==> config.mk <==
export PLATFORM = sky130hd
export DESIGN_NAME = trie_stream_decoder
export DESIGN_NICKNAME = d
export VERILOG_FILES = /design/src/rtl/trie_pkg.sv /design/src/rtl/trie_node_walker.sv /design/src/rtl/trie_symbol_emitter.sv /design/src/rtl/trie_stream_decoder.sv
export SDC_FILE = /design/constraint.sdc
export NUM_CORES = 1
export LEC_CHECK = 0
export ABC_AREA = 1
export BUFFER_PORTS_ARGS = -buffer_cell sky130_fd_sc_hd__buf_2
export CAP_MARGIN = 20
export CORE_AREA = 2 2 39 41
export DETAILED_ROUTE_END_ITERATION = 16
export DIE_AREA = 0 0 41 43
export SLEW_MARGIN = 20
export SYNTH_ARGS = -nofsm -noshare
export SYNTH_HDL_FRONTEND = slang
export SYNTH_HIERARCHICAL = 1
export SYNTH_SLANG_ARGS = --single-unit
==> constraint.sdc <==
create_clock -name clk -period 1.8 [get_ports clk]
set_clock_uncertainty 0.1 [all_clocks]
set_input_delay 0.18 -clock clk [delete_from_list [all_inputs] [get_ports clk]]
set_output_delay 0.18 -clock clk [all_outputs]
set_load 0.02 [all_outputs]
==> src/rtl/trie_pkg.sv <==
// Package trie_pkg
// Shared types for the serial trie decoder: the interior node encoding,
// the symbol index width and the one-bit tree step function.
// Assumes the fixed seven-leaf code; leaves are never stored as state.
package trie_pkg;

    localparam int SYM_W  = 3;
    localparam int NODE_W = 3;

    // Interior nodes only, named by the path taken from the root
    typedef enum logic [NODE_W-1:0] {
        ND_ROOT = 3'd0,
        ND_0    = 3'd1,
        ND_1    = 3'd2,
        ND_01   = 3'd3,
        ND_11   = 3'd4,
        ND_111  = 3'd5
    } node_e;

    typedef struct packed {
        node_e            nxt;
        logic             leaf;
        logic [SYM_W-1:0] sym;
    } step_t;

    // One step of the walk: the node reached from cur by bit b
    function automatic step_t trie_step(node_e cur, logic b);
        step_t s;
        s.nxt  = ND_ROOT;
        s.leaf = 1'b0;
        s.sym  = '0;
        case (cur)
            ND_ROOT: s.nxt = b ? ND_1 : ND_0;
            ND_0: begin
                if (b) begin
                    s.nxt = ND_01;
                end else begin
                    s.leaf = 1'b1;
                    s.sym  = SYM_W'(0);
                end
            end
            ND_01: begin
                s.leaf = 1'b1;
                s.sym  = b ? SYM_W'(2) : SYM_W'(1);
            end
            ND_1: begin
                if (b) begin
                    s.nxt = ND_11;
                end else begin
                    s.leaf = 1'b1;
                    s.sym  = SYM_W'(3);
                end
            end
            ND_11: begin
                if (b) begin
                    s.nxt = ND_111;
                end else begin
                    s.leaf = 1'b1;
                    s.sym  = SYM_W'(4);
                end
            end
            ND_111: begin
                s.leaf = 1'b1;
                s.sym  = b ? SYM_W'(6) : SYM_W'(5);
            end
            default: s.nxt = ND_ROOT;
        endcase
        return s;
    endfunction

endpackage

==> src/rtl/trie_node_walker.sv <==
// Module trie_node_walker
// Holds the current interior node of the decoding tree and advances it one
// accepted bit at a time. Reports a combinational leaf hit with its symbol.
// Assumes flush has priority over bit_valid; the walk resets to the root
// on a leaf, on flush and on synchronous active-low reset.
module trie_node_walker
    import trie_pkg::*;
(
    input  logic             clk,
    input  logic             rst_n,
    input  logic             bit_in,
    input  logic             bit_valid,
    input  logic             flush,
    output logic             leaf_hit,
    output logic [SYM_W-1:0] leaf_sym,
    output logic             partial
);

    node_e node_q;
    step_t step;
    logic  accept;

    // Next-node lookup and acceptance qualifier
    always_comb begin
        accept   = bit_valid && !flush;
        step     = trie_step(node_q, bit_in);
        leaf_hit = accept && step.leaf;
        leaf_sym = step.sym;
        partial  = (node_q != ND_ROOT);
    end

    // Tree position register
    always_ff @(posedge clk) begin
        if (!rst_n) begin
            node_q <= ND_ROOT;
        end else if (flush) begin
            node_q <= ND_ROOT;
        end else if (accept) begin
            node_q <= step.nxt;
        end
    end

endmodule

==> src/rtl/trie_symbol_emitter.sv <==
// Module trie_symbol_emitter
// Registers the decoder outputs: a one-cycle symbol pulse, a held symbol
// index and a one-cycle truncation flag.
// Assumes leaf_hit is already qualified by acceptance and flush priority.
module trie_symbol_emitter
    import trie_pkg::*;
(
    input  logic             clk,
    input  logic             rst_n,
    input  logic             leaf_hit,
    input  logic [SYM_W-1:0] leaf_sym,
    input  logic             flush,
    input  logic             partial,
    output logic             sym_valid,
    output logic [SYM_W-1:0] sym_out,
    output logic             truncated
);

    // Output registers; sym_out holds between pulses
    always_ff @(posedge clk) begin
        if (!rst_n) begin
            sym_valid <= 1'b0;
            sym_out   <= '0;
            truncated <= 1'b0;
        end else begin
            sym_valid <= leaf_hit;
            truncated <= flush && partial;
            if (leaf_hit) begin
                sym_out <= leaf_sym;
            end
        end
    end

endmodule

==> src/rtl/trie_stream_decoder.sv <==
// Module trie_stream_decoder
// Top of the serial prefix-code decoder: a tree walker feeding a registered
// output stage. One bit per clock at most; results appear one cycle after
// the last bit of a codeword. Synchronous active-low reset.
module trie_stream_decoder
    import trie_pkg::*;
(
    input  logic             clk,
    input  logic             rst_n,
    input  logic             bit_in,
    input  logic             bit_valid,
    input  logic             flush,
    output logic [SYM_W-1:0] sym_out,
    output logic             sym_valid,
    output logic             truncated
);

    logic             leaf_hit;
    logic [SYM_W-1:0] leaf_sym;
    logic             partial;

    trie_node_walker u_walk (
        .clk       (clk),
        .rst_n     (rst_n),
        .bit_in    (bit_in),
        .bit_valid (bit_valid),
        .flush     (flush),
        .leaf_hit  (leaf_hit),
        .leaf_sym  (leaf_sym),
        .partial   (partial)
    );

    trie_symbol_emitter u_emit (
        .clk       (clk),
        .rst_n     (rst_n),
        .leaf_hit  (leaf_hit),
        .leaf_sym  (leaf_sym),
        .flush     (flush),
        .partial   (partial),
        .sym_valid (sym_valid),
        .sym_out   (sym_out),
        .truncated (truncated)
    );

endmodule

==> results of run 1 <==
==> placed cells by master (no fill, tap or decap) <==
cell type / netlist / routed
nand2_1: 24 / 24
nor2_1: 14 / 14
inv_1: 11 / 11
buf_2: 0 / 9
dfxtp_1: 8 / 8
a21oi_1: 5 / 5
nand3_1: 4 / 4
clkbuf_4: 0 / 3
buf_4: 3 / 3
and3_1: 1 / 1
nor2_2: 1 / 1
nand2_2: 1 / 1
inv_2: 1 / 1
nor2_4: 1 / 1
nor3_1: 1 / 1
o21ai_2: 1 / 1
o21ai_0: 1 / 1
clkinv_2: 1 / 1
ha_1: 1 / 1
==> worst max-delay path, stage by stage (launching register included) <==
cell and delay (ps):
dfxtp_1 330, inv_1 60, ha_1 330, nor2_4 150, clkinv_2 60, nand2_1 50, nor2_1 40, buf_4 150
nor2_1 100, nor2_1 50
==> cells by family (layout without fill, tap and decap cells) <==
group	Yosys count	count (layout)
compound gates	7	7
fa+ha+maj	1	1
buf+inv	16	28
flops	8	8
simple gates	47	47
==> state kept, by name (all words and copies together), names as in the netlist <==
signal	count
u_emit/truncated	1
u_emit/sym_out	3
u_emit/sym_valid	1
u_walk/node_q	3
==> worst max-delay path by stage <==
stage	startpoint	to	slack (ps)	cells past startpoint
after detailed placement	u_walk/node_q[1]	u_emit/sym_out[2]	280	9
after CTS	u_walk/node_q[1]	u_emit/sym_out[2]	260	10
after floorplan	u_walk/node_q[1]	u_emit/sym_out[1]	260	9
after global placement	u_walk/node_q[1]	u_emit/sym_out[1]	290	9
final	u_walk/node_q[1]	u_emit/sym_out[2]	280	9
after global routing	u_walk/node_q[2]	u_emit/sym_out[1]	170	9
==> power by group <==
| part | total [uW] | internal (uW) | switching [uW] |
|---|---|---|---|
| combinational | 40.7 | 15.1 | 25.6 |
| sequential | 182 | 180 | 2.49 |
| clock | 135 | 76.1 | 58.4 |
| total | 357 | 271 | 86.5 |
==> cell type report <==
class | instances | area, um2 | area share (%)
repair buffers | 12 | 67.6 | 11.9
flip-flops and latches | 8 | 160 | 28.1
well taps | 16 | 20.0 | 3.52
inverters | 13 | 50.0 | 8.79
multi-input cells | 55 | 249 | 43.7
clock buffers | 3 | 22.5 | 3.96
==> routing by layer <==
metal / share of wire (%) / track usage, %
met5: 0 / 0
met4: 0 / 2.00
met1: 47 / 15.6
met3: 5.4 / 9.42
met2: 48 / 19.1
==> per-stage QoR <==
stage / setup WS [ps] / total power (uW) / hold WS, ps / util, % / std cells
finish: 279 / 357 / 85.9 / 41.1 / 107
global route: 166 / 381 / 80.6 / 41.1 / 107
CTS: 262 / 366 / 70.3 / 41.1 / 107
detailed placement: 275 / 226 / 336 / 39.5 / 104
global placement: 287 / 226 / 327 / 39.5 / 104
floorplan: 260 / 214 / 178 / - / 79
==> qor.txt, run 1 <==
Run status -> completed
CP max FO -> 7
Adder-Cell Fraction of Synth Area -> 2.60%
CTS Hold Bufs -> 0
Register area share after synthesis -> 33.2%
Syn Area/Cell -> 6.10 um2
Largest net degree at the start of global routing -> 8
Async SR Flop Fraction -> 0%
TritonCTS clock tree -> built
Design area -> 569 um2
Die H -> 43 um
CP required -> 1850 ps
Hpwl dp -> 731 um
Vias per inst -> 4.36
Syn Inst Count -> 79
CTS Sinks -> 8
Final ANT Viol Nets -> 0
Static leakage power -> 0.000293 uW
Area of the core -> 0.00138 mm2
Final period utilization -> 84.5%
Top-area cell type share of the netlist area -> 33.2%
Synth Area in XOR/XNOR -> 0%
FF-to-FF End -> u_emit/sym_out[2]
Simple-gate area share of the yosys netlist -> 41.0%
WL final -> 921 um
Drt drc -> 0
Hold_sp -> flush
Vias after detailed routing -> 466
Share of layout cells above drive strength 1 -> 23.1%
Commonest cells in the netlist -> nand2_1 (24), nor2_1 (14), inv_1 (11)
Antenna Cells -> 0
FMAX -> 0.657 GHz
Most common cell in the netlist -> nand2_1
CTS Buffer Depth -> 2
Fin nets -> 99
Endpoints failing setup -> 0
Clock Latency Late Sink -> 250 ps
Fill count -> 149
Critical register-to-register path startpoint -> u_walk/node_q[1]
Post-layout min period -> 1520 ps
Hold EP -> u_emit/truncated
CP arrival -> 1570 ps
PortBufs -> 9
First-pass GRT wire length -> 1510 um
FF-to-FF setup slack -> 280 ps
Synthesized cell area -> 482 um2
Post-synth top area cell -> dfxtp_1
Clk Tree Root Cell -> clkbuf_4
Std cell rows -> 14
Hold Violations, Final -> 0
Global Route Usage Sum -> 13.1%
Slew Viols, Final -> 0
WL/cell -> 8.61 um
Synthesized net count -> 85
Worst Path Class, Setup -> reg2reg
RD Place Congestion -> 0.764
Number of synthesized flops with an enable pin -> 0
Setup TNS -> 0 ps
Unique cell type count in the Yosys netlist -> 17
CTS-repair resized insts -> 0
Initial antenna violation count -> 0
Hold crit path type -> in2reg
Clock-pin slew on the worst setup and hold paths -> 50 ps
Postcts setup bufs -> 0
Top_reg_cell synth -> dfxtp_1
Worst-margin pin slew -> 229 ps
Area contributors post-synth -> dfxtp_1 (33%), nand2_1 (19%), nor2_1 (11%), inv_1 (8.6%), a21oi_1 (5.2%)
Worst setup SP type -> flip-flop
Vias in the first global route -> 397
Post-synthesis compound-gate area fraction -> 8.05%
H-Tree Depth -> 1
Max IR drop VDD -> 389 uV
Starting DRT DRC Count -> 12
Max-cap viol count -> 0
Post-synthesis mux area share -> 0%
Ports -> 10
Die ar. -> 0.00176 mm2
Die width -> 41 um
Hold Crit Depth -> 2
Clock buffer count from CTS -> 3
Initial Utilization -> 34.8%
Area grow syn2layout -> 18.2%
DRT Pass-1 Iters -> 4
Largest family of logic cells by synthesized area -> simple AND/OR/NAND/NOR gates
RSZ-0062 raised after global routing -> no
Synth Warn # -> 6
Power per cell area -> 628 mW/mm2
Flops & latches, synth -> 8
Worst R2R Path Depth -> 9
Global route overflow -> 0
Nature of the critical path endpoint -> flip-flop
Slew margin rel. -> 84.7%
Placed cell areas -> 547 um2
(Power assumes the default switching activity.)
==> run 2, diff against run 1 <==
clock period = 1.2 ns   (was 1.8 ns; I/O delays follow)
==> run 2 against run 1 <==
- register-to-register slack got worse by 430 ps
- utilization rose by 8.6 points
- design area rose by 21%
- critical path depth did not move
- clock power rose by 63%
- first-iteration DRC count fell by 83%
- worst hold slack got worse by 75 ps
- the flow now finishes with violations (negative setup slack)
- via count rose by 10%
- flip-flop and latch count did not move
==> qor.txt, run 2 (synthesis gave the netlist of run 1 again) <==
Largest net degree at the start of global routing -> 8
H-Tree Depth -> 1
Post-route setup slack -> -147 ps
Setup TNS -> -494 ps
Combinational Power Share -> 14.6%
Area grow syn2layout -> 42.9%
Worst Path Buf+Inv -> 2
DR WL met3 -> 53 um
PortBufs -> 9
Most frequent cells in the layout -> nand2_1 (22), nor2_1 (12), buf_4 (11), buf_2 (9), inv_1 (9)
Share of layout cells above drive strength 1 -> 41.0%
Initial antenna violation count -> 0
Crit-path cells -> inv_4 > ha_4 > nor2_4 > inv_4 > nand2_4 > nor2_4 > nand2_1 > nand2_1 > nor2_1
Hold Violations, Final -> 0
CP max-delay cell -> dfxtp_4
Clock Latency Late Sink -> 250 ps
Crit path depth -> 9
Hpwl dp -> 781 um
Clock power share -> 38.2%
Nature of the critical path endpoint -> flip-flop
Fin nets -> 107
Clock-pin slew on the worst setup and hold paths -> 60 ps
Max-cap viol count -> 0
TritonCTS clock tree -> built
CTS Buffer Depth -> 2
Highest layer used for signal routing -> met3
Max IR drop VDD -> 627 uV
CP max FO -> 7
Worst setup SP type -> flip-flop
Vias per inst -> 4.42
Initial Utilization -> 34.8%
Slew margin rel. -> 87.4%
Std cell rows -> 14
Clk Tree Root Cell -> clkbuf_4
Vias in the first global route -> 457
Drt drc -> 0
Worst Path Class, Setup -> reg2reg
Met2 WL -> 509 um
Endpoints failing setup -> 4
Slew Viols, Final -> 0
Static leakage power -> 0.000348 uW
DRT Pass-1 Iters -> 2
Vias after detailed routing -> 513
Power per cell area -> 835 mW/mm2
Worst-margin pin slew -> 189 ps
Crit-path max cell delay -> 380 ps
Die ar. -> 0.00176 mm2
Hold Crit Depth -> 2
RD Place Congestion -> 0.796
Total power -> 575 uW
Area of the core -> 0.00138 mm2
CP delay by family, top -> flip-flops
Cell-internal power -> 432 uW
Post-layout min period -> 1350 ps
CTS Hold Bufs -> 0
First-pass GRT wire length -> 1710 um
WL/cell -> 8.46 um
Hold crit path type -> in2reg
Sw Ratio -> 24.9%
Die H -> 43 um
CP required -> 1250 ps
RSZ-0062 raised after global routing -> yes
CTS Sinks -> 8
P_sw -> 143 uW
Starting DRT DRC Count -> 2
FMAX -> 0.742 GHz
Clock buffer count from CTS -> 3
WL final -> 981 um
Failing checks -> negative setup slack
Regs by FF count -> u_emit/sym_out: 3 flops, u_walk/node_q: 3 flops
Final period utilization -> 112%
Antenna Cells -> 0
Die width -> 41 um
Final hold slack -> 11.3 ps
Global route overflow -> 0
Ports -> 10
CP arrival -> 1390 ps
Run status -> complete, but fails checks
Commonest non-fill, non-tap cell in the layout -> nand2_1
Global Route Usage Sum -> 14.7%
Final ANT Viol Nets -> 0
Flop pwr share -> 47.2%
Metal-1 WL -> 418 um
Worst R2R Path Depth -> 9
run 2: cell types whose count changed in the layout (fill, tap and decap cells not counted), sizes merged:
cell,change
buf,+8
clkbuf,+1
clkinv,-1
inv,+1
run 2: metrics by stage:
step                util, %  instance area, um2  setup WS [ps]  cells
finish                 49.7                 688           -147    116
global route           49.7                 688           -230    116
CTS                    48.4                 669           -174    116
detailed placement     44.8                 619           -191    110
global placement       44.8                 619           -183    110
floorplan                 -                 509           -148     79
run 2: repair_timing:
item                                   in CTS  in global routing
setup endpoints to repair                   5                  6
gates resized for setup                     4                  6
setup buffers                               2                  0
endpoints found under the hold margin       0                  0
pin swaps                                   5                  6
run 2: final cells by class:
| cell class | instances | area [um2] |
|---|---|---|
| inverters | 13 | 56.3 |
| multi-input cells | 55 | 289 |
| repair buffers | 20 | 128 |
| flip-flops and latches | 8 | 169 |
| well taps | 16 | 20.0 |
| clock buffers | 4 | 26.3 |
| fillers | 155 | 696 |
run 2: metal layers:
layer	track usage, %	vias to the layer above
met5	0	-
met4	2.00	0
met3	9.42	0
met2	24.4	8
met1	15.1	228
li1	-	277
run 2: final timing paths:
check | start | to | slack (ps)
max | u_walk/node_q[2] | u_emit/sym_out[2] | -150
min | flush | u_emit/truncated | 10
min reg2reg | u_emit/sym_out[2] | u_emit/sym_out[2] | 370
max reg2reg | u_walk/node_q[2] | u_emit/sym_out[2] | -150
run 2: power groups by stage:
stage | Clock [uW] | Sequential [uW] | Combinational, uW
after detailed placement | 0 | 279 | 76.9
after global placement | 0 | 279 | 76.9
after floorplan | 0 | 279 | 43.1
after global routing | 246 | 272 | 94.7
after CTS | 232 | 271 | 79.4
final | 220 | 271 | 84.1
